`src/rtl/cfg_rx_pkg.sv`:
```
package cfg_rx_pkg;
  typedef enum logic [2:0] {
    ST_CLEAR1,
    ST_CLEAR2,
    ST_WAIT,
    ST_LOAD,
    ST_CHECK,
    ST_START,
    ST_DONE,
    ST_FAIL
  } cfg_state_e;

  localparam logic [15:0] CRC_POLY = 16'h8005;
  localparam int CRC_W = 16;
endpackage

```
`src/rtl/cfg_crc16.sv`:
```
module cfg_crc16 #(
  parameter logic [15:0] POLY = 16'h8005
) (
  input  logic        clk,
  input  logic        clr,
  input  logic        en,
  input  logic        bit_in,
  output logic [15:0] crc
);
  logic fb;
  assign fb = crc[15] ^ bit_in;

  always_ff @(posedge clk) begin
    if (clr) begin
      crc <= '0;
    end else if (en) begin
      crc <= {crc[14:0], 1'b0} ^ (fb ? POLY : 16'h0000);
    end
  end
endmodule

```
`src/rtl/cfg_fwd.sv`:
```
module cfg_fwd (
  input  logic clk,
  input  logic prog_req,
  input  logic active,
  input  logic din,
  input  logic din_valid,
  output logic dout,
  output logic dout_valid
);
  always_ff @(posedge clk) begin
    if (prog_req) begin
      dout       <= 1'b1;
      dout_valid <= 1'b0;
    end else if (active && din_valid) begin
      dout       <= din;
      dout_valid <= 1'b1;
    end else begin
      dout       <= 1'b1;
      dout_valid <= 1'b0;
    end
  end
endmodule

```
`src/rtl/cfg_seq.sv`:
```
module cfg_seq
  import cfg_rx_pkg::*;
#(
  parameter int CFG_BITS  = 64,
  parameter int WORD_W    = 8,
  parameter int START_CYC = 8,
  parameter int ADDR_W    = 3
) (
  input  logic               clk,
  input  logic               prog_req,
  input  logic               init_in,
  input  logic               din,
  input  logic               din_valid,
  input  logic [15:0]        crc_calc,
  output cfg_state_e         state,
  output logic               crc_clr,
  output logic               crc_en,
  output logic               wr_en,
  output logic [ADDR_W-1:0]  wr_addr,
  output logic [WORD_W-1:0]  wr_data
);
  localparam int NWORDS    = CFG_BITS / WORD_W;
  localparam int DATA_BITS = CFG_BITS - CRC_W;
  localparam int BW        = $clog2(CFG_BITS);
  localparam int WBW       = $clog2(WORD_W);

  logic [BW-1:0]     bitcnt;
  logic [BW-1:0]     cnt;
  logic [WBW-1:0]    wbit;
  logic [ADDR_W-1:0] widx;
  logic [WORD_W-2:0] shreg;
  logic [WORD_W-1:0] word_next;
  logic [15:0]       rx_crc;
  logic              in_data;

  assign word_next = {shreg, din};
  assign in_data   = (bitcnt < BW'(DATA_BITS));
  assign crc_clr   = prog_req || (state == ST_WAIT);
  assign crc_en    = (state == ST_LOAD) && din_valid && in_data;

  always_ff @(posedge clk) begin
    if (prog_req) begin
      state   <= ST_CLEAR1;
      cnt     <= '0;
      bitcnt  <= '0;
      wbit    <= '0;
      widx    <= '0;
      shreg   <= '0;
      rx_crc  <= '0;
      wr_en   <= 1'b0;
      wr_addr <= '0;
      wr_data <= '0;
    end else begin
      wr_en <= 1'b0;
      case (state)
        ST_CLEAR1, ST_CLEAR2: begin
          wr_en   <= 1'b1;
          wr_addr <= cnt[ADDR_W-1:0];
          wr_data <= '0;
          if (cnt == BW'(NWORDS - 1)) begin
            cnt   <= '0;
            state <= (state == ST_CLEAR1) ? ST_CLEAR2 : ST_WAIT;
          end else begin
            cnt <= cnt + BW'(1);
          end
        end
        ST_WAIT: begin
          if (init_in) begin
            state  <= ST_LOAD;
            bitcnt <= '0;
            wbit   <= '0;
            widx   <= '0;
          end
        end
        ST_LOAD: begin
          if (din_valid) begin
            shreg <= word_next[WORD_W-2:0];
            if (!in_data) rx_crc <= {rx_crc[14:0], din};
            if (wbit == WBW'(WORD_W - 1)) begin
              wr_en   <= 1'b1;
              wr_addr <= widx;
              wr_data <= word_next;
              widx    <= widx + ADDR_W'(1);
              wbit    <= '0;
            end else begin
              wbit <= wbit + WBW'(1);
            end
            if (bitcnt == BW'(CFG_BITS - 1)) state <= ST_CHECK;
            else bitcnt <= bitcnt + BW'(1);
          end
        end
        ST_CHECK: begin
          cnt   <= '0;
          state <= (crc_calc == rx_crc) ? ST_START : ST_FAIL;
        end
        ST_START: begin
          if (cnt == BW'(START_CYC - 1)) state <= ST_DONE;
          else cnt <= cnt + BW'(1);
        end
        default: ;
      endcase
    end
  end
endmodule

```
`src/rtl/cfg_serial_rx.sv`:
```
module cfg_serial_rx
  import cfg_rx_pkg::*;
#(
  parameter int CFG_BITS  = 64,
  parameter int WORD_W    = 8,
  parameter int START_CYC = 8,
  localparam int ADDR_W   = $clog2(CFG_BITS / WORD_W)
) (
  input  logic              clk,
  input  logic              prog_req,
  input  logic              init_in,
  input  logic              din,
  input  logic              din_valid,
  output logic              din_ready,
  output logic              init_drive_low,
  output logic              done,
  output logic              dout,
  output logic              dout_valid,
  output logic              wr_en,
  output logic [ADDR_W-1:0] wr_addr,
  output logic [WORD_W-1:0] wr_data
);
  cfg_state_e  state;
  logic        crc_clr;
  logic        crc_en;
  logic [15:0] crc_calc;
  logic        fwd_on;

  assign fwd_on = (state == ST_CHECK) || (state == ST_START) ||
                  (state == ST_DONE)  || (state == ST_FAIL);
  assign din_ready      = fwd_on || (state == ST_LOAD);
  assign init_drive_low = (state == ST_CLEAR1) || (state == ST_CLEAR2) ||
                          (state == ST_FAIL);
  assign done           = (state == ST_DONE);

  cfg_seq #(
    .CFG_BITS (CFG_BITS),
    .WORD_W   (WORD_W),
    .START_CYC(START_CYC),
    .ADDR_W   (ADDR_W)
  ) i_seq (
    .clk      (clk),
    .prog_req (prog_req),
    .init_in  (init_in),
    .din      (din),
    .din_valid(din_valid),
    .crc_calc (crc_calc),
    .state    (state),
    .crc_clr  (crc_clr),
    .crc_en   (crc_en),
    .wr_en    (wr_en),
    .wr_addr  (wr_addr),
    .wr_data  (wr_data)
  );

  cfg_crc16 #(.POLY(CRC_POLY)) i_crc (
    .clk   (clk),
    .clr   (crc_clr),
    .en    (crc_en),
    .bit_in(din),
    .crc   (crc_calc)
  );

  cfg_fwd i_fwd (
    .clk       (clk),
    .prog_req  (prog_req),
    .active    (fwd_on),
    .din       (din),
    .din_valid (din_valid),
    .dout      (dout),
    .dout_valid(dout_valid)
  );
endmodule

```
`config.mk`:
```
export PLATFORM = sky130hd
export DESIGN_NAME = cfg_serial_rx
export DESIGN_NICKNAME = d
export VERILOG_FILES = /design/src/rtl/cfg_rx_pkg.sv /design/src/rtl/cfg_crc16.sv /design/src/rtl/cfg_fwd.sv /design/src/rtl/cfg_seq.sv /design/src/rtl/cfg_serial_rx.sv
export SDC_FILE = /design/constraint.sdc
export NUM_CORES = 1
export LEC_CHECK = 0
export ABC_CLOCK_PERIOD_IN_PS = 3000
export BUFFER_PORTS_ARGS = -buffer_cell sky130_fd_sc_hd__buf_2
export CORE_ASPECT_RATIO = 1.2
export CORE_MARGIN = 5
export CORE_UTILIZATION = 40
export DETAILED_ROUTE_END_ITERATION = 6
export GPL_TIMING_DRIVEN = 0
export PLACE_DENSITY_LB_ADDON = 0.25
export SLEW_MARGIN = 20
export SYNTH_ARGS = -nofsm -noshare
export SYNTH_HDL_FRONTEND = slang
export SYNTH_HIERARCHICAL = 1
export SYNTH_SLANG_ARGS = --single-unit
```
`constraint.sdc`:
```
create_clock -name clk -period 3 [get_ports clk]
set_input_delay 0 -clock clk [delete_from_list [all_inputs] [get_ports clk]]
set_output_delay 0 -clock clk [all_outputs]
set_load 0.05 [all_outputs]
```
==> metrics.md, run 1 <==
| Metric | Value |
|---|---|
| Status | complete, no violations |
| Clock Pin Slew Worst Setup and Hold Paths | 0.07 ns |
| Antenna violations before repair | 0 |
| Clock share of power | 0.465 |
| Worst path arrival time | 2.52 ns |
| Final Max Tran Viols | 0 |
| Crit-path max FO | 10 |
| Largest net degree at the start of global routing | 13 |
| Crit path top cell by count | buf_4 |
| Flop pwr share | 0.496 |
| Die width | 92.9 um |
| Via density per instance | 5.23 |
| TritonRoute pass-1 iters | 4 |
| Clk buf depth | 2 |
| Mean Syn Cell Area | 8.74 um2 |
| Grt peak-use layer | met2 |
| IO buf count | 21 |
| TNS Setup | 0 ns |
| Worst endpoint required time | 3.21 ns |
| DRC viols | 0 |
| Sequential area share after synthesis | 0.449 |
| Crit end category | flop |
| # diodes | 0 |
| Fin area | between 3000 and 4000 um2 |
| Met2 usage | 0.262 |
| Final number of setup-violating endpoints | 0 |
| Hold Slack | 0.0565 ns |
| Ranking of synthesized cells by area | dfxtp_1, nand2_1, a21oi_1 |
| Synthesized flop and latch total | 74 |
| Die Ht | 110 um |
| Placer congestion estimate | 0.822 |
| Postcts setup bufs | 0 |
| Drt initial violations | 123 |
| FILL cells | 806 |
| Initial core utilization | 0.407 |
| Syn Nets | 388 |
| Share of the synthesized area in the top cell type | 0.449 |
| Leading area contributor after synthesis | dfxtp_1 |
| Count leader, synth | dfxtp_1 |
| Combinational power share | 0.038 |
| Post-synth EDFFs | 0 |
| Met3 Usage GRT | 0.0226 |
| TritonCTS Sinks | 74 |
| Io pins | 22 |
| Final ANT Viol Nets | 0 |
| Placed cell areas | 3530 um2 |
| Sw power | between 400 and 500 uW |
| Met1 usage | 0.191 |
| Lkg Pwr | 1.35 nW |
| CORE AREA | a little over 8000 um2 |
| Post-synth top cells | dfxtp_1, nand2_1, nor2_1 |
| CTS tree | done |
| Worst Clk Skew | 0.00457 ns |
| Post-route minimum period | 2.31 ns |
| Cell Area, Synth | 3300 um2 |
| Grt total ovfl | 0 |
| Cell Int Power | approximately 1.6 mW |
| CTS H-tree depth | 3 |
| Crit-path cells | buf_2, nand4b_1, a21oi_1, buf_4, buf_4, mux2i_1, nor2_1 |
| Root Buffer | clkbuf_8 |
| GR Util All Layers | 0.152 |
| Cts bufs inserted | 9 |
| Total of max-cap violations | 0 |
| First-pass GRT wire length | 12.4 mm |
| Largest stage delay, worst path | between 0.4 and 0.5 ns |
| Warnings, synthesis | 6 |
| Setup crit start kind | flop |
| CP Class | flop to flop |
| Period utilization | 0.769 |
| Wire per inst | around 14 um |
| Cell Pwr Density | about 530 nW/um2 |
| Hpwl dp | 5.21 mm |
| Vias | 2681 |
| Max VDD drop | 0.000283 V |
| Share of layout cells above drive strength 1 | 0.122 |
| P&R area growth vs syn | 15.1% |
| Yosys cell types | 51 |
| Worst min-delay path class | primary input to flop |
| Vias in the first global route | 2628 |
| CP max stage cell | dfxtp_1 |
| Relative slew slack | 0.622 |
| Row count | 36 |
| Fin nets | approximately 420 |
| Ys async rst share | 0 |
| Max Clock Freq | 0.434 GHz |
| Post-CTS Resized | 0 |
| Synth Instances | 378 |
| RSZ-0062 raised after global routing | false |
| Top FF cell, synth | dfxtp_1 |
| Final wirelength | 7.14 mm |
| Hold Fails Final Rpt | 0 |
| Switching Fraction | 0.206 |
| CTS Hold Buffers Added | 3 |
| Worst Max-Slew Pin Slew | 0.567 ns |
| Clock latency at the later pin of the worst-skew pair | around 0.34 ns |
| DIE AREA | 10200 um2 |
worst max-delay path: cells and delay by family (launching register included):
family	cells	cell delay (ns)
compound gates	1	0.34
simple gates	2	0.45
buf+inv	3	0.71
mux	1	0.20
flops	1	0.46
power groups by stage:
stage | sequential, mW | combinational, mW | clock (mW)
2_1_floorplan | 1.03 | 0.0414 | 0
3_3_place_gp | 1.02 | 0.0748 | 0
3_5_place_dp | 1.02 | 0.0755 | 0
4_1_cts | 0.995 | 0.0778 | 0.956
5_1_grt | 0.997 | 0.0860 | 1.00
6_report | 0.995 | 0.0771 | 0.933
cell type report:
type	count	area (um2)	share of cell area
Buffer	25	135	0.0356
Timing Repair Buffer	24	135	0.0356
Multi-Input combinational cell	276	1670	0.441
Clock inverter	4	98.8	0.0260
Inverter	3	11.3	0.00296
Sequential cell	74	1480	0.390
Tap cell	95	119	0.0313
Clock buffer	12	145	0.0382
path summary, 6_finish.rpt:
| check | to | slack [ns] | startpoint | depth (start not counted) |
|---|---|---|---|---|
| hold / removal | i_fwd/dout_valid | 0.06 | din_valid | 2 |
| setup reg to reg | i_crc/crc[10] | 0.69 | i_seq/state[1] | 7 |
| hold reg to reg | i_seq/shreg[6] | 0.47 | i_seq/shreg[6] | 2 |
| setup / recovery | i_crc/crc[10] | 0.69 | i_seq/state[1] | 7 |
registers in the layout (all words and copies together), names as in the netlist:
register          count
i_fwd/dout            1
i_seq/wbit            3
i_fwd/dout_valid      1
i_seq/wr_addr         3
i_seq/wr_en           1
i_crc/crc            16
i_seq/state           3
i_seq/cnt             6
i_seq/widx            3
i_seq/rx_crc         16
i_seq/shreg           7
i_seq/wr_data         8
i_seq/bitcnt          6
logic make-up after synthesis:
logic type / count (synthesis) / synth area share
compound gates: 78 / 0.148
xor+xnor: 21 / 0.0557
fa+ha+maj: 5 / 0.0189
buf+inv: 28 / 0.0443
flops: 74 / 0.449
mux: 19 / 0.0584
simple gates: 153 / 0.226
placed cells by master, fill, tap and decap left out, types with 3 or more instances in the layout:
| cell type | Yosys | layout |
|---|---|---|
| nor3_1 | 4 | 4 |
| nand2b_1 | 5 | 5 |
| a211oi_1 | 8 | 8 |
| a21boi_1 | 3 | 3 |
| o31ai_1 | 3 | 3 |
| nor3b_1 | 4 | 4 |
| xnor2_1 | 18 | 18 |
| or4_1 | 3 | 3 |
| a22oi_1 | 10 | 10 |
| dfxtp_1 | 74 | 74 |
| or3_1 | 3 | 3 |
| clkbuf_1 | 15 | 17 |
| nand4b_1 | 4 | 4 |
| nand4_1 | 4 | 4 |
| ha_1 | 5 | 5 |
| nand2_1 | 59 | 59 |
| inv_1 | 3 | 3 |
| buf_2 | 3 | 24 |
| nor2_1 | 41 | 41 |
| clkbuf_8 | 0 | 10 |
| mux2i_1 | 17 | 17 |
| a21oi_1 | 36 | 36 |
| dlygate4sd3_1 | 0 | 3 |
| nand3_1 | 7 | 7 |
| bufinv_16 | 0 | 3 |
| o21ai_0 | 4 | 4 |
| buf_4 | 4 | 4 |
| buf_6 | 3 | 3 |
| xor2_1 | 3 | 3 |
per-stage QoR:
stage / cells / setup slack [ns] / power (mW) / util
2_1_floorplan: 378 / 1.19 / 1.07 / -
3_5_place_dp: 494 / 0.694 / 1.09 / 0.435
5_1_grt: 513 / 0.363 / 2.08 / 0.469
4_1_cts: 513 / 0.672 / 2.03 / 0.469
6_report: 513 / 0.694 / 2.00 / 0.469
3_3_place_gp: 494 / 0.651 / 1.09 / 0.435
per-layer routing:
layer,up-vias,share of wire
met3,2,0.031
li1,1394,-
met5,-,0
met4,0,0.0042
met2,26,0.51
met1,1259,0.45
Note: power is estimated with default switching activity, not from simulation.
==> run 2, diff against run 1 <==
--- a/config.mk
+++ b/config.mk
@@ -5,7 +5,8 @@
 export SDC_FILE = /design/constraint.sdc
 export NUM_CORES = 1
 export LEC_CHECK = 0
-export ABC_CLOCK_PERIOD_IN_PS = 3000
+export ABC_AREA = 1
+export ABC_CLOCK_PERIOD_IN_PS = 2400
 export BUFFER_PORTS_ARGS = -buffer_cell sky130_fd_sc_hd__buf_2
 export CORE_ASPECT_RATIO = 1.2
 export CORE_MARGIN = 5
==> constraint.sdc (replaced) <==
create_clock -name clk -period 2.4 [get_ports clk]
set_input_delay 0 -clock clk [delete_from_list [all_inputs] [get_ports clk]]
set_output_delay 0 -clock clk [all_outputs]
set_load 0.05 [all_outputs]
==> run 2 against run 1 <==
Against the previous run: clock skew increased by 0.0025 ns; critical path type is now primary input to flop; non-clock buffer count decreased by 7; critical path depth rose by 2; wire length grew 3.2%; sequential power up 39%; largest cell class unchanged; total power is 59% higher.
==> metrics.md, run 2 <==
| Metric | Value |
|---|---|
| Status | complete, no violations |
| Worst min-delay path class | primary input to flop |
| Worst Max-Slew Pin Slew | 0.527 ns |
| Vias in the first global route | 2857 |
| Bufs and invs on worst path | 6 |
| Pre-CTS setup slack | 0.615 ns |
| Synthesized flop and latch total | 74 |
| Post-CTS Resized | 0 |
| Clock Pin Slew Worst Setup and Hold Paths | 0.08 ns |
| Cell Area, Synth | 3440 um2 |
| DRC viols | 0 |
| TNS Setup | 0 ns |
| CP Class | primary input to flop |
| CORE AREA | between 8000 and 9000 um2 |
| Grt total ovfl | 0 |
| GR Util All Layers | 0.150 |
| # diodes | 0 |
| CP max stage cell | dlygate4sd3_1 |
| Post-synth top cells | nand2_1, dfxtp_1, nor2_1 |
| Final Util | 0.461 |
| Post-synth EDFFs | 0 |
| IO buf count | 21 |
| Worst Clk Skew | 0.00707 ns |
| Share of the synthesized area in the top cell type | 0.430 |
| Fin nets | 528 |
| Io pins | 22 |
| Largest stage delay, worst path | 0.52 ns |
| Total Power | 3.18 mW |
| Leading area contributor after synthesis | dfxtp_1 |
| DR top layer | met4 |
| Worst path arrival time | 2.12 ns |
| Worst endpoint required time | 2.69 ns |
| Ranking of synthesized cells by area | dfxtp_1, nand2_1, a21oi_1 |
| Setup crit start kind | primary input |
| Final wirelength | 7.36 mm |
| Crit end category | flop |
| CTS tree | done |
| Sequential area share after synthesis | 0.430 |
| Warnings, synthesis | 6 |
| TritonRoute pass-1 iters | 4 |
| Placer congestion estimate | approximately 0.83 |
| Cts bufs inserted | 9 |
| Met1 Wirelength | 3.51 mm |
| PnR worst setup slack | 0.568 ns |
| DIE AREA | 10600 um2 |
| First-pass GRT wire length | about 13 mm |
| Lkg Pwr | 1.72 nW |
| P&R area growth vs syn | 14.1% |
| Top FF cell, synth | dfxtp_1 |
| Most frequent cells in the layout | nand2_1, dfxtp_1, nor2_1 |
| RSZ-0062 raised after global routing | false |
| Largest regs | i_crc/crc: 16 flops, i_seq/rx_crc: 16 flops, i_seq/wr_data: 8 flops |
| FILL cells | 897 |
| Post-route minimum period | 1.83 ns |
| Drt initial violations | 135 |
| Die Ht | 112 um |
| Relative slew slack | 0.649 |
| Share of layout cells above drive strength 1 | 0.141 |
| Count leader, synth | nand2_1 |
| Vias | 3042 |
| # placed instances | roughly 620 |
| Final ANT Viol Nets | 0 |
| Via density per instance | around 4.8 |
| Initial core utilization | 0.404 |
| Clk buf depth | 2 |
| Mean Syn Cell Area | just over 7 um2 |
| CTS H-tree depth | 3 |
| Syn Nets | 493 |
| Die width | 94.7 um |
| TritonCTS Sinks | 74 |
| Yosys cell types | 36 |
| Crit path top cell by count | inv_1 |
| Hold Fails Final Rpt | 0 |
| WL met3 | 196 um |
| Most common cell after layout, fill and taps aside | nand2_1 |
| Crit-path max FO | 10 |
| Clock latency at the later pin of the worst-skew pair | 0.35 ns |
| Cell Pwr Density | 809 nW/um2 |
| Final number of setup-violating endpoints | 0 |
| Hpwl dp | 5.42 mm |
| Row count | 37 |
| Finished Layout Cells | 640 |
| Final Max Tran Viols | 0 |
| Crit-path cells | dlygate4sd3_1, buf_2, inv_1, clkbuf_1, nand2_1, inv_1, buf_4, o21ai_0, nor2_1 |
| Period utilization | 0.763 |
| Total of max-cap violations | 0 |
| Ys async rst share | 0 |
| Antenna violations before repair | 0 |
| Largest net degree at the start of global routing | 14 |
| Crit path max-delay family | buffers and inverters |
| Root Buffer | clkbuf_8 |
| Synth Instances | 483 |
| Wire per inst | roughly 12 um |
| Metal2 WL | approximately 3.6 mm |
| Max Clock Freq | between 0.5 and 0.6 GHz |
| Max VDD drop | approximately 0.00039 V |
==> run 2: timing repair <==
item                       CTS  global route
setup buffers                0             0
setup endpoints to repair    0             0
hold buffers                 3             0
hold endpoints to repair     4             0
==> run 2: final cells by class <==
cell class,count,area (um2),share of cell area
sequential,74,1480,0.377
clock inverter,6,66.3,0.0169
buffer,18,116,0.0296
tap,117,146,0.0372
inverter,53,199,0.0506
multi-input combinational,338,1650,0.419
timing repair buffer,24,135,0.0344
clock buffer,10,138,0.0350
==> run 2: where the power goes <==
part | internal (mW) | total, mW | switching [mW]
clock network | 0.510 | 0.984 | 0.474
registers | 1.31 | 1.38 | 0.0699
logic | 0.234 | 0.818 | 0.584
==> run 2: final timing paths <==
check	startpoint	endpoint	slack (ns)	cells past startpoint
max reg2reg	i_seq/state[0]	i_crc/crc[4]	0.61	9
max	prog_req	i_crc/crc[7]	0.57	9
min	init_in	i_seq/state[0]	0.18	6
min reg2reg	i_seq/wr_data[5]	i_seq/wr_data[5]	0.46	2
==> run 2: worst register-to-register path, cell delays in order, from the launching register on <==
cell and delay [ns]:
dfxtp_1 0.38, buf_4 0.23, nand3_4 0.12, nor2_4 0.11
inv_2 0.12, nor2_1 0.28, inv_2 0.12, buf_4 0.19
nor2_1 0.10, nor2_1 0.05
==> run 2: metal layers <==
metal  GRT usage  vias up
li1            -     1622
met1       0.197     1376
met2       0.242       37
met3      0.0223        7
met4      0.0674        0
met5           0        -
==> run 2: stage by stage <==
step | area, um2 | hold WS (ns)
2_1_floorplan | 3440 | 0.0733
3_3_place_gp | 3700 | 0.207
3_5_place_dp | 3700 | 0.215
4_1_cts | 3930 | 0.158
5_1_grt | 3930 | 0.201
6_report | 3930 | 0.176
==> run 2: logic make-up (layout without fill, tap and decap cells) <==
| family | Yosys count | after routing | synth area share |
|---|---|---|---|
| AOI/OAI and AO/OA | 106 | 106 | 0.167 |
| buffers and inverters | 71 | 111 | 0.0915 |
| adders and majority gates | 5 | 5 | 0.0182 |
| xor gates and xnor gates | 8 | 8 | 0.0203 |
| DFF | 74 | 74 | 0.430 |
| and+or+nand+nor | 219 | 219 | 0.273 |
==> run 3, diff against run 2 <==
--- a/config.mk
+++ b/config.mk
@@ -6,7 +6,7 @@
 export NUM_CORES = 1
 export LEC_CHECK = 0
 export ABC_AREA = 1
-export ABC_CLOCK_PERIOD_IN_PS = 2400
+export ABC_CLOCK_PERIOD_IN_PS = 1750
 export BUFFER_PORTS_ARGS = -buffer_cell sky130_fd_sc_hd__buf_2
 export CORE_ASPECT_RATIO = 1.2
 export CORE_MARGIN = 5
==> constraint.sdc (replaced) <==
create_clock -name clk -period 1.75 [get_ports clk]
set_input_delay 0 -clock clk [delete_from_list [all_inputs] [get_ports clk]]
set_output_delay 0 -clock clk [all_outputs]
set_load 0.05 [all_outputs]
==> run 3 against run 2 <==
Against the previous run: count of clock-buffer cells in the layout did not move; critical path depth fell by 1; combinational power rose by 38%; hold slack got worse by 0.037 ns; sequential share of layout area fell by 0.068 points; clock power rose by 37%; sequential power rose by 37%; utilization rose by 0.16 points; first-iteration DRC count rose by 18%; wire length fell by 0.12%; total power rose by 37%; largest cell class unchanged.
==> metrics.md, run 3 (same netlist as run 2, synthesis figures left out) <==
| Metric | Value |
|---|---|
| Status | complete, no violations |
| WL met3 | 238 um |
| Crit end category | flop |
| Metal2 WL | approximately 3.6 mm |
| Max VDD drop | 0.000534 V |
| Total of max-cap violations | 0 |
| Min-delay src | prog_req |
| Crit-path max FO | 6 |
| Finished Layout Cells | 640 |
| RSZ-0062 raised after global routing | false |
| R2R Setup Slk | around 0.15 ns |
| CP Class | flop to flop |
| FILL cells | about 900 |
| Largest regs | i_crc/crc: 16 flops, i_seq/rx_crc: 16 flops, i_seq/wr_data: 8 flops |
| Footprint of the multi-input gates | between 1500 and 2000 um2 |
| DIE AREA | roughly 11000 um2 |
| # diodes | 0 |
| Share of layout cells above drive strength 1 | 0.147 |
| Reg area | 1480 um2 |
| Largest net degree at the start of global routing | 14 |
| Relative slew slack | 0.635 |
| Postcts setup bufs | 0 |
| Grt total ovfl | 0 |
| CTS tree | done |
| Die width | 94.7 um |
| Die Ht | 112 um |
| R2R Path Start | i_seq/bitcnt[0] |
| Crit path from | i_seq/bitcnt[0] |
| Worst Max-Slew Pin Slew | 0.548 ns |
| TritonCTS Sinks | 74 |
| Most frequent cells in the layout | nand2_1, dfxtp_1, nor2_1 |
| Hold Fails Final Rpt | 0 |
| # placed instances | 621 |
| Length in cells of the worst reg-to-reg path | 8 |
| Lkg Pwr | 1.72 nW |
| Final wirelength | 7.36 mm |
| Final Util | 0.463 |
| IO buf count | 21 |
| Setup crit start kind | flop |
| Most common cell after layout, fill and taps aside | nand2_1 |
| TritonRoute pass-1 iters | 4 |
| GR Util All Layers | 0.150 |
| Max Clock Freq | 0.625 GHz |
| Total Power | between 4 and 5 mW |
| Worst endpoint required time | 1.99 ns |
| Row count | 37 |
| DRC viols | 0 |
| Hpwl dp | between 5 and 6 mm |
| Final Max Tran Viols | 0 |
| Placed cell areas | 3700 um2 |
| Cell Pwr Density | 1110 nW/um2 |
| Clk buf depth | 2 |
| Fin area | 3940 um2 |
| Hold Slack | approximately 0.14 ns |
| Period utilization | 0.915 |
| Clock Pin Slew Worst Setup and Hold Paths | ~0.08 ns |
| Initial core utilization | 0.404 |
| CORE AREA | 8520 um2 |
| Io pins | 22 |
| Vias in the first global route | 2857 |
| Drt initial violations | 159 |
| Worst path arrival time | 1.84 ns |
| Worst Clk Skew | between 0.006 and 0.007 ns |
| Root Buffer | clkbuf_8 |
| Wire per inst | 11.5 um |
| Placer congestion estimate | slightly above 0.8 |
| Clock latency at the later pin of the worst-skew pair | 0.35 ns |
| Met1 Wirelength | 3.46 mm |
| Final ANT Viol Nets | 0 |
| Cts bufs inserted | 9 |
| P&R area growth vs syn | 14.5% |
| Worst flop-to-flop path endpoint | i_seq/state[2] |
| Fin nets | 528 |
| Final number of setup-violating endpoints | 0 |
| CTS H-tree depth | 3 |
| Post-route minimum period | 1.60 ns |
| Worst min-delay path class | primary input to flop |
| CP endpoint | i_seq/state[2] |
| DR top layer | met4 |
| Vias | approximately 3000 |
| First-pass GRT wire length | ~13 mm |
| Antenna violations before repair | 0 |
| Via density per instance | 4.74 |
run 3: area by class of cell:
class / count / share of cell area
Buffer: 18 / 0.0305
Clock buffer: 10 / 0.0349
Clock inverter: 6 / 0.0168
Inverter: 53 / 0.0504
Multi-Input combinational cell: 338 / 0.420
Sequential cell: 74 / 0.376
Tap cell: 117 / 0.0371
Timing Repair Buffer: 24 / 0.0343
run 3: worst min path at each step:
stage / to / slack (ns) / cells after the start
after CTS: i_seq/bitcnt[0] / 0.11 / 4
after detailed placement: i_fwd/dout_valid / 0.22 / 2
final: i_seq/bitcnt[0] / 0.14 / 4
after global placement: i_fwd/dout_valid / 0.21 / 2
after global routing: i_seq/bitcnt[0] / 0.16 / 4
after floorplan: i_fwd/dout_valid / 0.07 / 1
run 3: routing by layer:
metal	GRT usage	up-vias
li1	-	1616
met1	0.196	1364
met2	0.242	45
met3	0.0223	7
met4	0.0674	0
met5	0	-
run 3: worst max-delay path, cell delays in order, from the launching register on:
cell and delay [ns]:
dfxtp_1 0.42, ha_1 0.20, nand2_1 0.06, inv_1 0.07
nand2_1 0.10, o21ai_1 0.26, nand3_2 0.15, o21ai_0 0.17
nor2_1 0.05
run 3: timing repair:
action,CTS,global route
endpoints found under the setup margin,11,20
endpoints found under the hold margin,4,0
hold buffers,3,0
gates resized for setup,1,5
run 3: where the power goes:
part	switching (mW)	internal [mW]	leakage (nW)
Clock	0.650	0.700	0.106
Combinational	0.803	0.324	1.02
Sequential	0.0967	1.79	0.598
Total	1.55	2.82	1.72
run 3: stage by stage:
step                      setup WS (ns)  setup TNS (ns)
after CTS                        0.0396               0
after floorplan                   0.234               0
after detailed placement        -0.0348          -0.277
final                             0.149               0
after global placement          -0.0206          -0.144
after global routing           0.000389               0
